`config.mk`:
```
export PLATFORM = sky130hd
export DESIGN_NAME = dbg_pwr_seq
export DESIGN_NICKNAME = d
export VERILOG_FILES = /design/src/rtl/dbg_pwr_pkg.sv /design/src/rtl/dbg_pwr_timer.sv /design/src/rtl/dbg_pwr_fsm.sv /design/src/rtl/dbg_pwr_decode.sv /design/src/rtl/dbg_pwr_seq.sv
export SDC_FILE = /design/constraint.sdc
export NUM_CORES = 1
export LEC_CHECK = 0
export BUFFER_PORTS_ARGS = -buffer_cell sky130_fd_sc_hd__buf_2
export CAP_MARGIN = 10
export CORE_AREA = 2 2 39 41
export CTS_BUF_LIST = sky130_fd_sc_hd__clkbuf_8
export DETAILED_ROUTE_END_ITERATION = 8
export DIE_AREA = 0 0 41 43
export MAX_ROUTING_LAYER = met4
export PLACE_DENSITY = 0.67
export SETUP_SLACK_MARGIN = 0.2
export SYNTH_ARGS = -nofsm -noshare
export SYNTH_HDL_FRONTEND = slang
export SYNTH_HIERARCHICAL = 1
export SYNTH_SLANG_ARGS = --single-unit
```
`constraint.sdc`:
```
create_clock -name clk_i -period 1.82 [get_ports clk_i]
set_input_delay 0.364 -clock clk_i [delete_from_list [all_inputs] [get_ports clk_i]]
set_output_delay 0.364 -clock clk_i [all_outputs]
set_load 0.01 [all_outputs]
```
`src/rtl/dbg_pwr_pkg.sv`:
```
package dbg_pwr_pkg;
  typedef enum logic [2:0] {
    ST_RUN     = 3'd0,
    ST_STANDBY = 3'd1,
    ST_PD_REQ  = 3'd2,
    ST_OFF     = 3'd3,
    ST_PWR_UP  = 3'd4,
    ST_RST_REL = 3'd5
  } pwr_st_e;
endpackage

```
`src/rtl/dbg_pwr_timer.sv`:
```
module dbg_pwr_timer #(
  parameter int CW = 4
) (
  input  logic          clk_i,
  input  logic          rst_ni,
  input  logic          clr_i,
  output logic [CW-1:0] cnt_o
);
  always_ff @(posedge clk_i or negedge rst_ni) begin
    if (!rst_ni)                cnt_o <= '0;
    else if (clr_i)             cnt_o <= '0;
    else if (cnt_o != {CW{1'b1}}) cnt_o <= cnt_o + 1'b1;
  end
endmodule

```
`src/rtl/dbg_pwr_fsm.sv`:
```
module dbg_pwr_fsm
  import dbg_pwr_pkg::*;
#(
  parameter int SETTLE_CYC = 8,
  parameter int RST_CYC    = 16
) (
  input  logic    clk_i,
  input  logic    rst_ni,
  input  logic    pd_req_i,
  input  logic    sby_req_i,
  input  logic    wake_i,
  input  logic    halt_req_i,
  input  logic    keep_clk_i,
  input  logic    emu_en_i,
  output pwr_st_e st_o,
  output logic    emu_o
);
  localparam int MAXC = (SETTLE_CYC > RST_CYC) ? SETTLE_CYC : RST_CYC;
  localparam int CW   = $clog2(MAXC + 1);
  localparam logic [CW-1:0] SETTLE_LAST = CW'(SETTLE_CYC - 1);
  localparam logic [CW-1:0] RST_LAST    = CW'(RST_CYC - 1);

  pwr_st_e st_q, st_d;
  logic    emu_q;
  logic [CW-1:0] cnt;

  dbg_pwr_timer #(.CW(CW)) u_timer (
    .clk_i (clk_i),
    .rst_ni(rst_ni),
    .clr_i (st_d != st_q),
    .cnt_o (cnt)
  );

  always_comb begin
    st_d = st_q;
    unique case (st_q)
      ST_RUN:     if (pd_req_i) st_d = ST_PD_REQ;
                  else if (sby_req_i) st_d = ST_STANDBY;
      ST_STANDBY: if (wake_i || (halt_req_i && keep_clk_i)) st_d = ST_RUN;
      ST_PD_REQ:  st_d = ST_OFF;
      ST_OFF:     if (wake_i) st_d = ST_PWR_UP;
      ST_PWR_UP:  if (cnt == SETTLE_LAST) st_d = ST_RST_REL;
      ST_RST_REL: if (cnt == RST_LAST) st_d = ST_RUN;
      default:    st_d = ST_RUN;
    endcase
  end

  always_ff @(posedge clk_i or negedge rst_ni) begin
    if (!rst_ni) begin
      st_q  <= ST_RST_REL;
      emu_q <= 1'b0;
    end else begin
      st_q <= st_d;
      if (st_q == ST_RUN && pd_req_i) emu_q <= emu_en_i;
    end
  end

  assign st_o  = st_q;
  assign emu_o = emu_q;

  // mode latched for whole sequence
  assert_emu_hold_R1: assert property (@(posedge clk_i) disable iff (!rst_ni)
    (st_q != ST_RUN) |=> $stable(emu_q));
  assert_req_to_off_R4: assert property (@(posedge clk_i) disable iff (!rst_ni)
    (st_q == ST_PD_REQ) |=> (st_q == ST_OFF));
  assert_off_exit_R4: assert property (@(posedge clk_i) disable iff (!rst_ni)
    (st_q == ST_OFF) |=> (st_q == ST_OFF || st_q == ST_PWR_UP));
  assert_halt_wake_R10: assert property (@(posedge clk_i) disable iff (!rst_ni)
    (st_q == ST_STANDBY && halt_req_i && keep_clk_i) |=> (st_q == ST_RUN));
endmodule

```
`src/rtl/dbg_pwr_decode.sv`:
```
module dbg_pwr_decode
  import dbg_pwr_pkg::*;
#(
  parameter int NIRQ = 2
) (
  input  pwr_st_e         st_i,
  input  logic            emu_i,
  output logic            core_pwr_o,
  output logic            trace_pwr_o,
  output logic [NIRQ-1:0] irq_mask_o,
  output logic            por_o,
  output logic            warm_o,
  output logic            ack_o
);
  logic off_real, emu_window;

  always_comb begin
    off_real   = (st_i == ST_OFF) && !emu_i;
    emu_window = emu_i && (st_i == ST_OFF || st_i == ST_PWR_UP || st_i == ST_RST_REL);
    core_pwr_o  = !off_real;
    trace_pwr_o = !off_real;
    irq_mask_o  = {NIRQ{emu_window}};
    por_o  = (st_i == ST_RST_REL) && !emu_i;
    warm_o = (st_i == ST_RST_REL) && emu_i;
    ack_o  = (st_i == ST_OFF);
  end
endmodule

```
`src/rtl/dbg_pwr_seq.sv`:
```
module dbg_pwr_seq
  import dbg_pwr_pkg::*;
#(
  parameter int SETTLE_CYC = 8,
  parameter int RST_CYC    = 16
) (
  input  logic       clk_i,
  input  logic       rst_ni,
  input  logic       pd_req_i,
  input  logic       sby_req_i,
  input  logic       wake_i,
  input  logic       halt_req_i,
  input  logic       keep_clk_i,
  input  logic       emu_en_i,
  output logic       core_pwr_en_o,
  output logic       trace_pwr_en_o,
  output logic [1:0] irq_mask_o,
  output logic       por_o,
  output logic       warm_rst_o,
  output logic       pd_ack_o,
  output logic [2:0] state_o
);
  pwr_st_e st;
  logic    emu;

  dbg_pwr_fsm #(.SETTLE_CYC(SETTLE_CYC), .RST_CYC(RST_CYC)) u_fsm (
    .clk_i     (clk_i),
    .rst_ni    (rst_ni),
    .pd_req_i  (pd_req_i),
    .sby_req_i (sby_req_i),
    .wake_i    (wake_i),
    .halt_req_i(halt_req_i),
    .keep_clk_i(keep_clk_i),
    .emu_en_i  (emu_en_i),
    .st_o      (st),
    .emu_o     (emu)
  );

  dbg_pwr_decode #(.NIRQ(2)) u_dec (
    .st_i       (st),
    .emu_i      (emu),
    .core_pwr_o (core_pwr_en_o),
    .trace_pwr_o(trace_pwr_en_o),
    .irq_mask_o (irq_mask_o),
    .por_o      (por_o),
    .warm_o     (warm_rst_o),
    .ack_o      (pd_ack_o)
  );

  assign state_o = st;

  assert_emu_powered_R2: assert property (@(posedge clk_i) disable iff (!rst_ni)
    (emu && st != ST_RUN && st != ST_STANDBY) |-> (core_pwr_en_o && trace_pwr_en_o));
  assert_pwr_fall_R3: assert property (@(posedge clk_i) disable iff (!rst_ni)
    $fell(core_pwr_en_o) |-> ($past(st) == ST_PD_REQ));
  assert_mask_release_R5: assert property (@(posedge clk_i) disable iff (!rst_ni)
    $fell(irq_mask_o[0]) |-> (st == ST_RUN && !warm_rst_o));
  assert_one_reset_R6: assert property (@(posedge clk_i) disable iff (!rst_ni)
    !(por_o && warm_rst_o));
endmodule

```
# After elaboration in Yosys (flattened, before gate mapping)
# Cells that the tools add are included.
[word_totals]
regBits = 9
latch_bits = 0
ram_bits = 0
romBits = 0
input_bits = 8
output_inout_bits = 10
memories = 0
[classes]
addsub = 1
n_mul = 0
div = 0
n_lt_le_gt_ge = 0
eq_ne = 9
n_shift = 0
n_mux = 9
n_bitwise = 0
n_reduce_logical = 13
[ops]
columns = ["cell", "n"]
rows = [
  ["two-way mux 3 bit", 6],
  ["one-hot mux 3 bit (6 select lines)", 1],
  ["two-way mux 5 bit", 2],
  ["== test 3 x 2 -> 1 bit (second input constant)", 2],
  ["== test 3 bit (second input constant)", 2],
  ["logical AND 1 bit", 6],
  ["adder 5 x 1 -> 5 bit (second input constant)", 1],
  ["== test 5 x 3 -> 1 bit (second input constant)", 1],
  ["== test 5 x 4 -> 1 bit (second input constant)", 1],
  ["inequality test 5 bit (second input constant)", 1],
  ["== test 3 x 1 -> 1 bit (second input constant)", 1],
  ["logical NOT 3 bit", 1],
  ["logical OR 1 bit", 3],
  ["inequality test 3 bit", 1],
  ["logical NOT 1 bit", 2],
  ["nonzero test 2 bit", 1],
]

# Logic depth before layout (Yosys ltp)
[depth]
ltp_word = 6
mapped_depth = 6

# Cells and area by module
# The synthesis kept the hierarchy.
[modules_own_cells]
columns = ["mod", "n_inst", "cells_per_inst", "area_per_inst_um2"]
rows = [
  ["dbg_pwr_fsm", 1, 26, 245.2],
  ["dbg_pwr_timer", 1, 20, 236.5],
  ["dbg_pwr_decode", 1, 9, 71.3],
]

# Worst setup path before layout
# No wires, ideal clock.
[synth_path]
path_type = "reg2out"
from = "register u_fsm.st_q[2], in the netlist u_fsm/st_o[2]"
to = "output port irq_mask_o[0]"
arrival_time_ns = 1.153
required_ns = 1.456
setup_slack_ns = 0.303
path_stages_with_launch = 4
path_buffers = 1
cell_sequence = "dfstp_2 -> and3b_1 -> o21a_1 -> buf_4"
[synth_between]
elab_chain_cells = 4
elab_cells_between_ends = 6
cone_classes = "eq/ne: 3; reduce/logical: 3"
[synth_rtl]
columns = ["element", "line", "rtl"]
rows = [
  ["start, declared", "dbg_pwr_fsm.sv:23", "pwr_st_e st_q, st_d;"],
  ["start signal, assigned", "dbg_pwr_fsm.sv:53", "st_q <= st_d;"],
  ["== test 3 x 2 -> 1 bit", "--", ""],
  ["named net pd_ack_o", "dbg_pwr_seq.sv:20", "output logic pd_ack_o,"],
  ["logical OR 1 bit (2 in series)", "dbg_pwr_decode.sv:19", "emu_window = emu_i && (st_i == ST_OFF || st_i == ST_PWR_UP || st_i == ST_RST_REL);"],
  ["logical AND 1 bit", "dbg_pwr_decode.sv:19", ""],
  ["end, declared", "dbg_pwr_seq.sv:17", "output logic [1:0] irq_mask_o,"],
]
# The timed path passes the listed nets, and every way through them passes these cells.

# Final worst setup path
[layout_path]
from = "register u_fsm.st_q[2], in the netlist u_fsm/st_o[2]"
to = "output port irq_mask_o[1]"
[layout_between]
elab_chain_cells = 4
elab_cells_between_ends = 6
cone_classes = "eq/ne: 3; reduce/logical: 3"
[layout_rtl]
columns = ["element", "line"]
rows = [
  ["== test 3 x 2 -> 1 bit or == test 3 bit (tied branches)", "dbg_pwr_decode.sv:19"],
  ["logical OR 1 bit", "dbg_pwr_decode.sv:19"],
  ["logical OR 1 bit (*)", "dbg_pwr_decode.sv:19"],
  ["logical AND 1 bit (*)", "dbg_pwr_decode.sv:19"],
]
# Every way passes the cells marked *; elsewhere a longest branch is shown, timed or not.

==> results.json <==
{
  "yosys-top-cells-count": "7 x dfrtp_1, 6 x nor2_1, 5 x a21oi_1",
  "grt_first_pass_wirelength_um": 1660,
  "syn_area_per_cell_um2": 10.1,
  "routed_wl_um": 1140,
  "switching_share_pct": 36.9,
  "clk_latency_ns": 0.23,
  "instances_no_fill": 96,
  "p_seq_share_pct": 32.1,
  "peakVddDrop_mv": 0.760,
  "intPower_uw": 750,
  "grt_usage_pct": 14.2,
  "drive_gt1_share_pct": 42.5,
  "status": "complete, no violations",
  "fin_nets": 91,
  "power_frac_comb_pct": 49.2,
  "required_ns": 1.46,
  "grt_max_degree": 10,
  "area_growth_syn_to_layout_pct": 34.6,
  "ant_nets": 0,
  "fp-row-count": 14,
  "antenna_found_initial": 0,
  "drt-pass1-iter-count": 4,
  "clkTransAtPathRegs_ns": 0.05,
  "maxCapViolations": 0,
  "yosysMostFrequentCell": "dfrtp_1",
  "htree_levels": 1,
  "hold_class": "primary input to register",
  "netlist_area_um2": 553,
  "drtIter0Drc": 11,
  "fp.dieH_um": 43,
  "synth_ff_type": "dfrtp_1",
  "setup_viol": 0,
  "ys_types": 26,
  "die_area_um2": 1760,
  "placed_area_um2": 636,
  "clock.fmax_mhz": 614,
  "p_switching_uw": 438,
  "fin_skew_ns": 0.00144,
  "port_buffers": 17,
  "postSynthCellCount": 55,
  "critPathLaunch": "u_fsm/st_o[2]$_DFF_PN1_",
  "yosys_warnings": 6,
  "dp_hpwl_um": 770,
  "period_needed_ns": 1.63,
  "cp-start-kind": "register",
  "max_slew_margin_pct": 81.6,
  "p_leak_uw": 0.000390,
  "syn_nets": 65,
  "hold_viol_final": 0,
  "clock_path_buffers": 2,
  "drc": 0,
  "synth-seq-area-share_pct": 41.2,
  "r2r-start": "u_fsm/u_timer/cnt_o[4]$_DFFE_PN0P_",
  "synth_largest_area_cell": "dfrtp_1",
  "synth.ff_latch_count": 9,
  "hold_path_startpoint": "emu_en_i",
  "cp_max_fo": 4,
  "synth-edff-count": 0,
  "endpoint_kind": "output pin",
  "total_power_uw": 1190,
  "synthTopCellsByArea": "dfrtp_1 32%, dfstp_2 9.5%, mux2i_1 5.4%, a21oi_1 4.5%, ha_1 4.5%",
  "slew_viol_final": 0,
  "worst-setup-path-type": "register to output pin",
  "overflow": 0,
  "grt_pass1_vias": 408,
  "io-pin-count": 18,
  "via_count": 491,
  "synthArstFlopShare_pct": 100,
  "coreArea_um2": 1380,
  "gp_congestion": 0.720,
  "wl_per_cell_um": 11.8,
  "yosysTopAreaCellShare_pct": 31.7,
  "clock-sinks": 9,
  "arrival_ns": 1.26,
  "root_buffer": "clkbuf_8",
  "rsz0062_at_grt": "yes",
  "antenna_cells": 0,
  "worst_pin_slew_ns": 0.276,
  "cts_buffers": 3,
  "post-place-cells": 85,
  "final_area_um2": 744,
  "die_width_um": 41,
  "hold_slack_ns": 0.375,
  "cts_tree": "built",
  "pwr-share-clk_pct": 18.6,
  "tns_ns": 0,
  "power.density_nw_per_um2": 1600,
  "initial_core_util_pct": 40.0,
  "viasPerCell": 5.11,
  "period_share_pct": 89.5
}
[kinds of logic (layout without fill, tap and decap cells)]
logic type | after synthesis | after routing | share of synthesized area (%)
buffers and inverters | 4 | 29 | 4.75
adder cells (fa/ha/maj) | 2 | 2 | 4.52
XOR/XNOR | 3 | 3 | 4.75
AND/OR/NAND/NOR | 24 | 24 | 25.8
AO/OA/AOI/OAI | 8 | 8 | 8.82
flip-flops | 9 | 9 | 41.2
multiplexers | 5 | 5 | 10.2
[worst paths after layout]
| check | end | slack [ns] | cells past startpoint |
|---|---|---|---|
| max reg2reg | u_fsm/u_timer/cnt_o[3]$_DFFE_PN0P_ | 0.26 | 5 |
| min | u_fsm/emu_o$_DFFE_PN0P_ | 0.38 | 2 |
| max | irq_mask_o[1] | 0.19 | 3 |
| min reg2reg | u_fsm/emu_o$_DFFE_PN0P_ | 0.58 | 1 |
| max in group asynchronous | u_fsm/st_o[2]$_DFF_PN1_ | 1.05 | 2 |
| min in group asynchronous | u_fsm/st_o[1]$_DFF_PN0_ | 0.52 | 2 |
[stage by stage]
stage | worst slack (ns) | utilization (%)
after floorplan | 0.303 | -
after global placement | 0.261 | 45.9
after detailed placement | 0.235 | 45.9
after CTS | 0.182 | 51.7
after global routing | 0.138 | 53.8
final | 0.191 | 53.8
[flip-flops by register name, indices dropped and copies added, names as in the netlist]
register,count
u_fsm/st_o,3
u_fsm/u_timer/cnt_o,5
u_fsm/emu_o,1
[critical path, cell delays in order, from the launching register on]
cell and delay (ns):
dfstp_2 0.55, and3b_1 0.19, o21a_1 0.17, buf_2 0.13
[power by group through the flow]
stage	combinational [uW]	sequential [uW]	clock, uW
2_1_floorplan	366	396	0
3_3_place_gp	470	404	0
3_5_place_dp	475	410	0
4_1_cts	558	383	227
5_1_grt	643	398	238
6_report	584	382	222
[per-layer routing]
metal / share of wire (%) / track usage (%) / routed length [um] / up-vias
met5: 0 / - / 0 / -
met4: 0.79 / 4.00 / 9 / 0
met3: 5.2 / 3.14 / 59 / 2
met2: 47 / 21.3 / 539 / 12
met1: 46 / 18.7 / 527 / 234
li1: - / - / - / 243
[placed cells by master, fill, tap and decap left out, drive strengths merged]
cell          n
clkbuf        3
a22o          1
a21o          1
ha            2
o21a          1
dlygate4sd3   1
and3b         2
xor2          2
nor2          6
mux2          2
nor3          1
dfstp         2
nand3         1
a21oi         5
inv           2
nand4b        1
dfrtp         7
and3          2
and4b         1
mux2i         3
nor2b         3
nand2b        2
nor3b         1
buf          23
xnor2         1
nand2         3
nand4bb       1
[layout make-up]
cell class / instances / area, um^2
clock buffer: 3 / 41.3
clock inverter: 1 / 3.75
fill: 139 / 639
inverter: 1 / 3.75
multi-input combinational: 42 / 308
sequential: 9 / 228
tap: 16 / 20.0
timing repair buffer: 24 / 140
[repair_timing]
| item | in CTS | in global routing |
|---|---|---|
| pin swaps | 1 | 1 |
| setup buffers | 3 | 3 |
| hold buffers | 1 | 0 |
| gates cloned | 0 | 0 |
| resized for setup | 1 | 3 |
| endpoints found under the hold margin | 7 | 0 |
| endpoints found under the setup margin | 4 | 9 |
Power figures use the tool's default switching activity.
